--- src/rtl/irqc_pkg.sv ---
package irqc_pkg;

  // Register region selected by a bus address
  typedef enum logic [2:0] {
    RGN_NONE,
    RGN_PRIO,
    RGN_PEND,
    RGN_EN,
    RGN_THR,
    RGN_CLAIM
  } rgn_e;

  localparam int unsigned BUS_W      = 32;
  localparam logic [31:0] OFS_PEND   = 32'h0000_1000;
  localparam logic [31:0] OFS_EN     = 32'h0000_2000;
  localparam logic [31:0] EN_STRIDE  = 32'h0000_0080;
  localparam logic [31:0] OFS_CTX    = 32'h0020_0000;
  localparam logic [31:0] CTX_STRIDE = 32'h0000_1000;

endpackage

--- src/rtl/irqc_decode.sv ---
module irqc_decode
  import irqc_pkg::*;
#(
  parameter int ADDR_W   = 24,
  parameter int NUM_SRC  = 53,
  parameter int NUM_HART = 2,
  parameter int ID_W     = 6,
  parameter int HART_W   = 1,
  parameter int WORD_W   = 1
) (
  input  logic [ADDR_W-1:0] addr,
  output rgn_e              rgn,
  output logic [ID_W-1:0]   src,
  output logic [HART_W-1:0] hart,
  output logic [WORD_W-1:0] word
);

  localparam int NUM_WORDS = (NUM_SRC + 32) / 32;

  logic [31:0] a;
  logic [31:0] off;

  always_comb begin
    a   = '0;
    a[ADDR_W-1:0] = addr;
    off  = '0;
    rgn  = RGN_NONE;
    src  = '0;
    hart = '0;
    word = '0;
    if (a[1:0] == 2'b00) begin
      if (a < OFS_PEND) begin
        if (int'(a[11:2]) <= NUM_SRC) begin
          rgn = RGN_PRIO;
          src = ID_W'(a[11:2]);
        end
      end else if (a < OFS_PEND + 32'(NUM_WORDS * 4)) begin
        rgn  = RGN_PEND;
        word = WORD_W'(a[11:2]);
      end else if (a >= OFS_EN && a < OFS_EN + 32'(NUM_HART) * EN_STRIDE) begin
        off = a - OFS_EN;
        if (int'(off[6:0]) < NUM_WORDS * 4) begin
          rgn  = RGN_EN;
          hart = HART_W'(off >> 7);
          word = WORD_W'(off[6:2]);
        end
      end else if (a >= OFS_CTX && a < OFS_CTX + 32'(NUM_HART) * CTX_STRIDE) begin
        off  = a - OFS_CTX;
        hart = HART_W'(off >> 12);
        if (off[11:0] == 12'h000) begin
          rgn = RGN_THR;
        end else if (off[11:0] == 12'h004) begin
          rgn = RGN_CLAIM;
        end
      end
    end
  end

endmodule

--- src/rtl/irqc_cfg.sv ---
module irqc_cfg #(
  parameter int NUM_SRC  = 53,
  parameter int NUM_HART = 2,
  parameter int PRIO_W   = 3,
  parameter int ID_W     = 6,
  parameter int HART_W   = 1,
  parameter int WORD_W   = 1
) (
  input  logic                                 clk,
  input  logic                                 rst_n,
  input  logic                                 wr_prio,
  input  logic                                 wr_en,
  input  logic                                 wr_thr,
  input  logic [ID_W-1:0]                      src,
  input  logic [HART_W-1:0]                    hart,
  input  logic [WORD_W-1:0]                    word,
  input  logic [31:0]                          wdata,
  output logic [NUM_SRC:0][PRIO_W-1:0]         prio_q,
  output logic [NUM_HART-1:0][NUM_SRC:0]       en_q,
  output logic [NUM_HART-1:0][PRIO_W-1:0]      thr_q
);

  logic [NUM_SRC:0][PRIO_W-1:0]    prio_d;
  logic [NUM_HART-1:0][NUM_SRC:0]  en_d;
  logic [NUM_HART-1:0][PRIO_W-1:0] thr_d;
  logic                            cfg_ce;

  assign cfg_ce = wr_prio | wr_en | wr_thr;

  always_comb begin
    prio_d = prio_q;
    en_d   = en_q;
    thr_d  = thr_q;
    if (wr_prio && src != '0) begin
      prio_d[src] = wdata[PRIO_W-1:0];
    end
    if (wr_en) begin
      for (int b = 0; b < 32; b++) begin
        if (int'(word) * 32 + b >= 1 && int'(word) * 32 + b <= NUM_SRC) begin
          en_d[hart][int'(word) * 32 + b] = wdata[b];
        end
      end
    end
    if (wr_thr) begin
      thr_d[hart] = wdata[PRIO_W-1:0];
    end
  end

  always_ff @(posedge clk or negedge rst_n) begin
    if (!rst_n) begin
      prio_q <= '0;
      en_q   <= '0;
      thr_q  <= '0;
    end else if (cfg_ce) begin
      prio_q <= prio_d;
      en_q   <= en_d;
      thr_q  <= thr_d;
    end
  end

  // a priority write to a real source is stored as its low bits
  assert_prio_store_R2: assert property (@(posedge clk) disable iff (!rst_n)
    (wr_prio && src != '0) |=> prio_q[$past(src)] == $past(wdata[PRIO_W-1:0]));

  // a threshold write lands in the addressed hart only
  assert_thr_store_R5: assert property (@(posedge clk) disable iff (!rst_n)
    wr_thr |=> thr_q[$past(hart)] == $past(wdata[PRIO_W-1:0]));

endmodule

--- src/rtl/irqc_gateway.sv ---
module irqc_gateway #(
  parameter int NUM_SRC = 53,
  parameter int ID_W    = 6
) (
  input  logic               clk,
  input  logic               rst_n,
  input  logic [NUM_SRC:1]   req,
  input  logic               claim_fire,
  input  logic [ID_W-1:0]    claim_id,
  input  logic               cmpl_fire,
  input  logic [ID_W-1:0]    cmpl_id,
  output logic [NUM_SRC:0]   pend_q,
  output logic [NUM_SRC:0]   insvc_q
);

  logic [NUM_SRC:0] pend_d;
  logic [NUM_SRC:0] insvc_d;
  logic             gw_ce;

  assign gw_ce = claim_fire | cmpl_fire | (|req);

  always_comb begin
    pend_d  = pend_q;
    insvc_d = insvc_q;
    for (int i = 1; i <= NUM_SRC; i++) begin
      if (req[i] && !insvc_q[i]) begin
        pend_d[i] = 1'b1;
      end
      if (claim_fire && int'(claim_id) == i) begin
        pend_d[i]  = 1'b0;
        insvc_d[i] = 1'b1;
      end
      if (cmpl_fire && int'(cmpl_id) == i) begin
        insvc_d[i] = 1'b0;
      end
    end
  end

  always_ff @(posedge clk or negedge rst_n) begin
    if (!rst_n) begin
      pend_q  <= '0;
      insvc_q <= '0;
    end else if (gw_ce) begin
      pend_q  <= pend_d;
      insvc_q <= insvc_d;
    end
  end

  // a source in service is never pending at the same time
  assert_no_repend_R9: assert property (@(posedge clk) disable iff (!rst_n)
    (pend_q & insvc_q) == '0);

  // a claim moves its source from pending to in service
  assert_claim_take_R8: assert property (@(posedge clk) disable iff (!rst_n)
    claim_fire |=> (insvc_q[$past(claim_id)] && !pend_q[$past(claim_id)]));

  // a completion releases its source
  assert_cmpl_release_R9: assert property (@(posedge clk) disable iff (!rst_n)
    cmpl_fire |=> !insvc_q[$past(cmpl_id)]);

  // reserved ID never pending nor in service
  assert_id0_idle_R1: assert property (@(posedge clk) disable iff (!rst_n)
    !pend_q[0] && !insvc_q[0]);

endmodule

--- src/rtl/irqc_arbiter.sv ---
module irqc_arbiter #(
  parameter int NUM_SRC = 53,
  parameter int PRIO_W  = 3,
  parameter int ID_W    = 6
) (
  input  logic [NUM_SRC:0]              pend,
  input  logic [NUM_SRC:0]              en,
  input  logic [NUM_SRC:0][PRIO_W-1:0]  prio,
  input  logic [PRIO_W-1:0]             thr,
  output logic [ID_W-1:0]               win_id,
  output logic                          irq
);

  logic [NUM_SRC:0]  elig;
  logic [PRIO_W-1:0] best_p;

  // Eligibility vector feeds the line; the scan below feeds the claim value
  always_comb begin
    for (int i = 0; i <= NUM_SRC; i++) begin
      elig[i] = pend[i] & en[i] & (prio[i] > thr);
    end
  end

  assign irq = |elig;

  // Ascending scan with strict compare: ties keep the lower ID
  always_comb begin
    best_p = thr;
    win_id = '0;
    for (int i = 0; i <= NUM_SRC; i++) begin
      if (pend[i] && en[i] && prio[i] > best_p) begin
        best_p = prio[i];
        win_id = ID_W'(i);
      end
    end
  end

endmodule

--- src/rtl/ext_irq_ctrl.sv ---
module ext_irq_ctrl
  import irqc_pkg::*;
#(
  parameter int ADDR_W   = 24,
  parameter int NUM_SRC  = 53,
  parameter int NUM_HART = 2,
  parameter int PRIO_W   = 3
) (
  input  logic                 clk,
  input  logic                 rst_n,
  input  logic [NUM_SRC-1:0]   src_req,
  input  logic [ADDR_W-1:0]    bus_addr,
  input  logic [31:0]          bus_wdata,
  input  logic                 bus_wr,
  input  logic                 bus_rd,
  output logic [31:0]          bus_rdata,
  output logic [NUM_HART-1:0]  hart_irq
);

  localparam int ID_W      = $clog2(NUM_SRC + 1);
  localparam int HART_W    = (NUM_HART > 1) ? $clog2(NUM_HART) : 1;
  localparam int NUM_WORDS = (NUM_SRC + 32) / 32;
  localparam int WORD_W    = (NUM_WORDS > 1) ? $clog2(NUM_WORDS) : 1;

  rgn_e                            rgn;
  logic [ID_W-1:0]                 dec_src;
  logic [HART_W-1:0]               dec_hart;
  logic [WORD_W-1:0]               dec_word;
  logic [NUM_SRC:0][PRIO_W-1:0]    prio_q;
  logic [NUM_HART-1:0][NUM_SRC:0]  en_q;
  logic [NUM_HART-1:0][PRIO_W-1:0] thr_q;
  logic [NUM_SRC:0]                pend_q;
  logic [NUM_SRC:0]                insvc_q;
  logic [NUM_HART-1:0][ID_W-1:0]   win_id;
  logic                            claim_fire;
  logic [ID_W-1:0]                 claim_id;
  logic                            cmpl_fire;
  logic [ID_W-1:0]                 cmpl_id;

  irqc_decode #(
    .ADDR_W(ADDR_W), .NUM_SRC(NUM_SRC), .NUM_HART(NUM_HART),
    .ID_W(ID_W), .HART_W(HART_W), .WORD_W(WORD_W)
  ) u_decode (
    .addr(bus_addr), .rgn(rgn), .src(dec_src), .hart(dec_hart), .word(dec_word)
  );

  irqc_cfg #(
    .NUM_SRC(NUM_SRC), .NUM_HART(NUM_HART), .PRIO_W(PRIO_W),
    .ID_W(ID_W), .HART_W(HART_W), .WORD_W(WORD_W)
  ) u_cfg (
    .clk(clk), .rst_n(rst_n),
    .wr_prio(bus_wr && rgn == RGN_PRIO),
    .wr_en(bus_wr && rgn == RGN_EN),
    .wr_thr(bus_wr && rgn == RGN_THR),
    .src(dec_src), .hart(dec_hart), .word(dec_word), .wdata(bus_wdata),
    .prio_q(prio_q), .en_q(en_q), .thr_q(thr_q)
  );

  // Claim: read of a claim register with a winner present
  assign claim_fire = bus_rd && rgn == RGN_CLAIM && win_id[dec_hart] != '0;
  assign claim_id   = win_id[dec_hart];

  // Completion: write of an ID inside 1..NUM_SRC; in-service check in gateway
  assign cmpl_fire = bus_wr && rgn == RGN_CLAIM &&
                     bus_wdata >= 32'd1 && bus_wdata <= 32'(NUM_SRC);
  assign cmpl_id   = bus_wdata[ID_W-1:0];

  irqc_gateway #(
    .NUM_SRC(NUM_SRC), .ID_W(ID_W)
  ) u_gateway (
    .clk(clk), .rst_n(rst_n), .req(src_req),
    .claim_fire(claim_fire), .claim_id(claim_id),
    .cmpl_fire(cmpl_fire), .cmpl_id(cmpl_id),
    .pend_q(pend_q), .insvc_q(insvc_q)
  );

  for (genvar h = 0; h < NUM_HART; h++) begin : g_hart
    irqc_arbiter #(
      .NUM_SRC(NUM_SRC), .PRIO_W(PRIO_W), .ID_W(ID_W)
    ) u_arb (
      .pend(pend_q), .en(en_q[h]), .prio(prio_q), .thr(thr_q[h]),
      .win_id(win_id[h]), .irq(hart_irq[h])
    );

    // the highest threshold keeps the line low
    assert_thr_block_R5: assert property (@(posedge clk) disable iff (!rst_n)
      (thr_q[h] == '1) |-> !hart_irq[h]);

    // a chosen winner is pending, enabled and above threshold
    assert_winner_ok_R6: assert property (@(posedge clk) disable iff (!rst_n)
      (win_id[h] != '0) |->
        (pend_q[win_id[h]] && en_q[h][win_id[h]] && prio_q[win_id[h]] > thr_q[h]));

    // line agrees with the arbiter scan
    assert_irq_match_R7: assert property (@(posedge clk) disable iff (!rst_n)
      hart_irq[h] == (win_id[h] != '0));
  end

  // Read data mux
  always_comb begin
    bus_rdata = '0;
    unique case (rgn)
      RGN_PRIO:  bus_rdata[PRIO_W-1:0] = prio_q[dec_src];
      RGN_PEND: begin
        for (int b = 0; b < 32; b++) begin
          if (int'(dec_word) * 32 + b <= NUM_SRC) begin
            bus_rdata[b] = pend_q[int'(dec_word) * 32 + b];
          end
        end
      end
      RGN_EN: begin
        for (int b = 0; b < 32; b++) begin
          if (int'(dec_word) * 32 + b <= NUM_SRC) begin
            bus_rdata[b] = en_q[dec_hart][int'(dec_word) * 32 + b];
          end
        end
      end
      RGN_THR:   bus_rdata[PRIO_W-1:0] = thr_q[dec_hart];
      RGN_CLAIM: bus_rdata[ID_W-1:0]   = win_id[dec_hart];
      default:   bus_rdata = '0;
    endcase
  end

  // priority reads carry zeros above the stored field
  assert_prio_rd_R2: assert property (@(posedge clk) disable iff (!rst_n)
    (bus_rd && rgn == RGN_PRIO) |-> bus_rdata[31:PRIO_W] == '0);

  // a claim with nothing eligible returns zero
  assert_empty_claim_R8: assert property (@(posedge clk) disable iff (!rst_n)
    (bus_rd && rgn == RGN_CLAIM && !hart_irq[dec_hart]) |-> bus_rdata == '0);

endmodule

--- config.mk ---
export PLATFORM = sky130hd
export DESIGN_NAME = ext_irq_ctrl
export DESIGN_NICKNAME = d
export VERILOG_FILES = /design/src/rtl/irqc_pkg.sv /design/src/rtl/irqc_decode.sv /design/src/rtl/irqc_cfg.sv /design/src/rtl/irqc_gateway.sv /design/src/rtl/irqc_arbiter.sv /design/src/rtl/ext_irq_ctrl.sv
export SDC_FILE = /design/constraint.sdc
export NUM_CORES = 2
export LEC_CHECK = 0
export ABC_CLOCK_PERIOD_IN_PS = 84300
export BUFFER_PORTS_ARGS = -buffer_cell sky130_fd_sc_hd__buf_2
export CELL_PAD_IN_SITES_DETAIL_PLACEMENT = 0
export CELL_PAD_IN_SITES_GLOBAL_PLACEMENT = 1
export CORE_MARGIN = 2
export CORE_UTILIZATION = 40
export DETAILED_ROUTE_END_ITERATION = 8
export MAX_ROUTING_LAYER = met4
export PLACE_DENSITY_LB_ADDON = 0.1
export SYNTH_ARGS = -nofsm -noshare
export SYNTH_HDL_FRONTEND = slang
export SYNTH_SLANG_ARGS = --single-unit
export TNS_END_PERCENT = 5
--- constraint.sdc ---
create_clock -name clk -period 84.3 [get_ports clk]
set_input_delay 4.215 -clock clk [delete_from_list [all_inputs] [get_ports clk]]
set_output_delay 4.215 -clock clk [all_outputs]
set_load 0.02 [all_outputs]
### Word level (Yosys, flattened, before mapping)

Index checks and enable logic that the tools add are counted.

* $lt $le $gt $ge: 352
* muxes and demuxes: 939
* equal/unequal tests: 112
* reduce and logical (&&, ||, !) cells: 723
* add/subtract/negate cells: 33
* bitwise operators: 216

Operator list (count)
* $mux W108: 63
* $bwmux W108: 32
* $mux W54: 33
* $demux W54 S1: 32
* $ge A32 B1 Y1 const B: 32
* $ge A32 B2 Y1 const B: 31
* $le A32 B7 Y1 const B: 31
* $lt A32 B8 Y1 const B: 31
* $gt A3 B3 Y1: 210
* $mux W1: 450
* $logic_and A1 B1 Y1: 448
* $eq A6 B6 Y1 const B: 64
* $bmux W1 S6: 62
* $mux W3: 124
* $mux W6: 49
* $reduce_and A2 Y1: 109
* $and A1 B1 Y1: 212
* $reduce_bool A2 Y1: 106
* $demux W1 S6: 31
* $eq A6 B5 Y1 const B: 28
* $bwmux W162: 1
* $mux W5: 32
* $reduce_or A53 Y1: 3
* $add A6 B5 Y7 const B: 16
* other kinds (42): 145

* bits of input ports: 113
* flip-flop bits (word level): 382
* word-level logic and storage cells: 2539
* output and inout port bits: 34

### Logic depth before layout (Yosys ltp)

* word-level depth: 166
* gate-level depth with buffers: 381
* mapped depth without buffers: 378

### Modules after synthesis

A second synthesis with hierarchy kept.

* cell total of the unflattened synthesis: 4923
* area total of the unflattened synthesis: 42139.2 um2

Modules (own cells, without submodules)
* irqc_arbiter (g_hart[0].u_arb): area each 11811.3 um2, cells each 1712, sequential area each 0.0 um2, instances 1
* irqc_arbiter (g_hart[1].u_arb): area each 11755.0 um2, cells each 1714, sequential area each 0.0 um2, instances 1
* irqc_cfg: area each 10686.5 um2, cells each 674, sequential area each 6906.6 um2, instances 1
* irqc_gateway: area each 4425.5 um2, cells each 436, sequential area each 2652.5 um2, instances 1
* ext_irq_ctrl: area each 3170.5 um2, cells each 351, sequential area each 0.0 um2, instances 1
* irqc_decode: area each 290.3 um2, cells each 36, sequential area each 0.0 um2, instances 1

### Worst setup path after synthesis

Ideal clock, no wire load.

* path kind: reg2out
* from: reg u_cfg.thr_q[2] (netlist bit)
* to: out bus_rdata[1]
* required time: 80.085 ns
* stages on the path, launching flop included: 368
* setup slack: 11.588 ns
* buffers on the path: 1
* data arrival time: 68.497 ns
* cell sequence: dfrtp_1 inv_1 ha_1 and3_1 a211o_1 nand2_1 o21ai_0 ha_1 nor2_1 maj3_1 maj3_1 nand3_1 mux2_2 ha_1 or2_2 maj3_1 o21ai_0 nand3_1 [332 not listed] nor3b_2 mux2i_1 ha_1 a21o_1 a21oi_1 a311oi_1 mux2_2 ha_1 nor2b_1 o21ai_0 nand2b_1 a41oi_1 nor2b_1 nand3_1 a311oi_1 nor3_1 clkbuf_1 o21ai_0

* cells in the longest elaborated chain, start to end: 162
* elaborated cells on any way between the ends: 213
* classes of those cells: order compare (53); mux (107); reduce/logical (53)

Ends and longest elaborated chain
* from (decl): line irqc_cfg.sv:20 `output logic [NUM_HART-1:0][PRIO_W-1:0] thr_q`
* from (signal assigned): line irqc_cfg.sv:57 `thr_q <= thr_d;`
* $gt A3 B3 Y1: line irqc_arbiter.sv:31 `if (pend[i] && en[i] && prio[i] > best_p) begin`
* $logic_and A1 B1 Y1: line irqc_arbiter.sv:31
* $mux W3 *: line irqc_arbiter.sv:31
* $gt A3 B3 Y1: line irqc_arbiter.sv:31
* $logic_and A1 B1 Y1: line irqc_arbiter.sv:31
* $mux W3: line irqc_arbiter.sv:31
* $gt A3 B3 Y1: line irqc_arbiter.sv:31
* $logic_and A1 B1 Y1: line irqc_arbiter.sv:31
* [145 not listed]
* $gt A3 B3 Y1: line irqc_arbiter.sv:31
* $logic_and A1 B1 Y1: line irqc_arbiter.sv:31
* $mux W3: line irqc_arbiter.sv:31
* $gt A3 B3 Y1: line irqc_arbiter.sv:31
* $logic_and A1 B1 Y1: line irqc_arbiter.sv:31
* $mux W6 *: line irqc_arbiter.sv:31
* $mux W6 (implied by the code) * (2 in series): line ext_irq_ctrl.sv:119 `RGN_CLAIM: bus_rdata[ID_W-1:0] = win_id[dec_hart];`
* $pmux W3 S5 *: line ext_irq_ctrl.sv:102 `unique case (rgn)`
* to (decl): line ext_irq_ctrl.sv:16 `output logic [31:0] bus_rdata,`

Mark *: on every way between the ends. The rest lies on a longest branch, timed or not. The select of a mux whose other input is x is not followed.

### Final worst setup path

* from: reg u_cfg.thr_q[4] (netlist bit)
* to: out bus_rdata[0]

* cells in the longest elaborated chain, start to end: 162
* elaborated cells on any way between the ends: 214
* classes of those cells: order compare (53); mux (108); reduce/logical (53)

Ends and longest elaborated chain (line)
* $gt A3 B3 Y1: irqc_arbiter.sv:31
* $logic_and A1 B1 Y1: irqc_arbiter.sv:31
* $mux W3: irqc_arbiter.sv:31
* $gt A3 B3 Y1: irqc_arbiter.sv:31
* $logic_and A1 B1 Y1: irqc_arbiter.sv:31
* $mux W3: irqc_arbiter.sv:31
* $gt A3 B3 Y1: irqc_arbiter.sv:31
* $logic_and A1 B1 Y1: irqc_arbiter.sv:31
* [145 not listed]
* $gt A3 B3 Y1: irqc_arbiter.sv:31
* $logic_and A1 B1 Y1: irqc_arbiter.sv:31
* $mux W3: irqc_arbiter.sv:31
* $gt A3 B3 Y1: irqc_arbiter.sv:31
* $logic_and A1 B1 Y1: irqc_arbiter.sv:31
* $mux W6 *: irqc_arbiter.sv:31
* $mux W6 (implied by the code) * (2 in series): ext_irq_ctrl.sv:119
* $pmux W3 S5 *: ext_irq_ctrl.sv:102

Marked as above.

==> metrics.cfg <==
[clocking]
clk_pin_slew_ns=0.06
numCtsBuffers=52
htree_levels=2
clockRootBuffer=clkbuf_16
clock_sinks=382
cts_buffer_depth=3
clock_latency_ns=0.70
cts_tree=yes
ctsHoldBuffers=0

[worst_setup_path]
crit_required_ns=80.09
end_kind=output port
slowest_stage=or4_1
r2r_slack_ns=8.57
cp.arrival_ns=75.48
max_stage_delay_ns=0.63
cpMostUsedCell=nor2_1
ff2ff_path_depth=356
start_kind=register
r2r_start=u_cfg.thr_q[4]
r2r_end=u_gateway.pend_q[18]
worst-setup-path-type=register to output port
path_max_fanout=7

[global_route]
grt_overflow=0
antenna_found_initial=20
grt_pass1_vias=39700
grt.busiest_layer=met2
use_met3_pct=8.79
globalRouteMet2Util_pct=60.3
grt_pass1_wl_um=304000
grt.total_usage_pct=42.2
grtUsageMet1_pct=56.9
grt_max_degree=97

[power]
swShare_pct=26.5
pwr-share-seq_pct=41.9
p_total_mw=0.438
p_leak_nw=19.9
combPwrFrac_pct=3.6
p_int_mw=0.322
peakVddDrop_v=0.0000173
p_switching_mw=0.116
pwr-share-clk_pct=54.5
powerDensity_mw_per_mm2=9.72

[route]
drtIter0Drc=5489
vias=43800
route.antenna.remaining_nets=0
drc=0
drtPass1Iterations=6
detail_route.wl_per_cell_um=33.5
drt-total-wl_um=217000
viasPerCell=6.74

[placement]
dp.cells=6373
place_congestion=1.02
io_buffers=146
dpl.hpwl_um=169000
place_ws_ns=0.702

[min_path]
holdPathStages=0
hp-start=u_cfg.prio_q[2]
hold_class=register to register
holdPathEnd=u_cfg.prio_q[2]

[logic_synthesis]
async_flop_share_pct=100
synth_area_mm2=0.0401
synth_xor_area_share_pct=0
synth_top_family_by_area=compound AO/OA/AOI/OAI gates
synthSimpleGateAreaFrac_pct=23.0
synth_nets=5583
ys_seq_area_share_pct=23.8
synth.distinct_cells=101
synthCells=5040
synthAdderAreaFrac_pct=14.4
synth_edf_count=0
ys.flop_type=dfrtp_1
ys_ff_latch=382
muxShareOfSynthArea_pct=8.50
yosysWarnings=0
synth_compound_area_share_pct=26.0
synth_area_per_cell_um2=7.96

[timing]
max_freq_mhz=12.5
hold_viol=0
drv_slew=0
setup_violations=0
relSlewSlack_pct=13.9
period_needed_ns=79.69
fin_crit_sh_pct=94.5
fin_ws_ns=4.61
skew_ns=0.0652
worst_slew_pin_slew_ns=1.28

[die]
die_width_um=321
fp-row-count=116
io_pins=147
core_mm2=0.0997
die_area_mm2=0.103
die_h_um=321
start_util_pct=40.2

[cells_and_area]
fillerInstances=10100
area_growth_pct=12.3
final_cells=6500
drive_gt1_share_pct=16.3
utilization_pct=45.1
final_common_cell=nand2_1
final_cell_mix=nand2_1, nor2_1, ha_1
nets=5685

[run]
cap_violations=0

[outcome]
status=complete, no violations

[state kept, by name (all words and copies together) (netlist names)]
name / count
u_gateway.pend_q: 53
u_cfg.prio_q: 162
u_cfg.en_q: 108
u_gateway.insvc_q: 53
u_cfg.thr_q: 6
[power by group through the flow]
stage / logic, mW / clock network, mW / registers (mW)
2_1_floorplan: 0.00268 / 0 / 0.187
3_3_place_gp: 0.0154 / 0 / 0.187
3_5_place_dp: 0.0154 / 0 / 0.187
4_1_cts: 0.0154 / 0.240 / 0.183
5_1_grt: 0.0164 / 0.247 / 0.183
6_report: 0.0158 / 0.238 / 0.183
[cell type report]
cell class	count	area [um2]	share of cell area, %
inverter	205	769	1.71
clock inverter	25	332	0.737
timing repair buffer	295	1920	4.27
multi-input combinational	4206	29300	65.1
antenna	17	42.5	0.0945
clock buffer	72	1470	3.26
sequential	382	9560	21.2
tap	1298	1620	3.61
[repair_timing]
action,4_1_cts,5_1_grt
endpoints found under the setup margin,2,112
pin swaps,0,8
gates cloned,0,0
gates resized for setup,2,88
buffers inserted,0,13
[logic make-up after synthesis]
group                      Yosys count
and+or+nand+nor                   1905
AOI/OAI and AO/OA                 1527
adders and majority gates          468
buffers and inverters              452
DFF                                382
muxes                              306
[worst max path at each step]
stage                         startpoint      endpoint  cells past startpoint  slack, ns
after floorplan           u_cfg.thr_q[2]  bus_rdata[1]                    367      11.59
after CTS                 u_cfg.thr_q[0]  bus_rdata[1]                    368       0.10
after global placement    u_cfg.thr_q[0]  bus_rdata[1]                    368       0.39
after detailed placement  u_cfg.thr_q[0]  bus_rdata[5]                    369       0.70
final                     u_cfg.thr_q[4]  bus_rdata[0]                    356       4.61
after global routing      u_cfg.thr_q[0]  bus_rdata[5]                    372      -0.13
[cells in the mapped netlist, types with 42 or more instances]
library cell | count | area, um2
nand2_1 | 565 | 2120
nor2_1 | 447 | 1680
ha_1 | 430 | 5380
dfrtp_1 | 382 | 9560
a21oi_1 | 280 | 1400
mux2_2 | 276 | 3110
o21ai_0 | 259 | 1300
nand3_1 | 236 | 1180
clkbuf_1 | 212 | 796
inv_1 | 205 | 769
a31oi_1 | 166 | 1040
o21a_1 | 122 | 916
nor2b_1 | 114 | 713
nor3_1 | 97 | 485
o22ai_1 | 95 | 594
and2_1 | 94 | 588
and3_1 | 92 | 576
nand4_1 | 57 | 357
a21o_1 | 53 | 398
a311oi_1 | 47 | 412
o211ai_1 | 47 | 353
o2111ai_1 | 45 | 394
or2_2 | 43 | 269
a211oi_1 | 42 | 315
a41oi_1 | 42 | 368
o31ai_1 | 42 | 315
[per-stage QoR]
step	hold WS (ns)	area, um2	setup TNS, ns
6_report	0.381	45000	0
5_1_grt	0.386	45000	-0.240
4_1_cts	0.382	44500	0
3_5_place_dp	0.368	42700	0
3_3_place_gp	0.366	42700	0
2_1_floorplan	0.429	40100	0
[per-layer routing]
layer | wire length, um | share of wire [%]
met2 | 90100 | 41
met4 | 12500 | 5.7
met5 | 0 | 0
met1 | 92500 | 43
met3 | 22300 | 10
[critical path, delay by kind of cell (launching register included)]
family | cells | cell delay (ns)
buffers and inverters | 26 | 3.57
and+or+nand+nor | 118 | 16.88
AOI/OAI and AO/OA | 125 | 27.17
adders and majority gates | 74 | 21.89
DFF | 1 | 0.41
muxes | 13 | 4.76
Power figures use the tool's default switching activity.
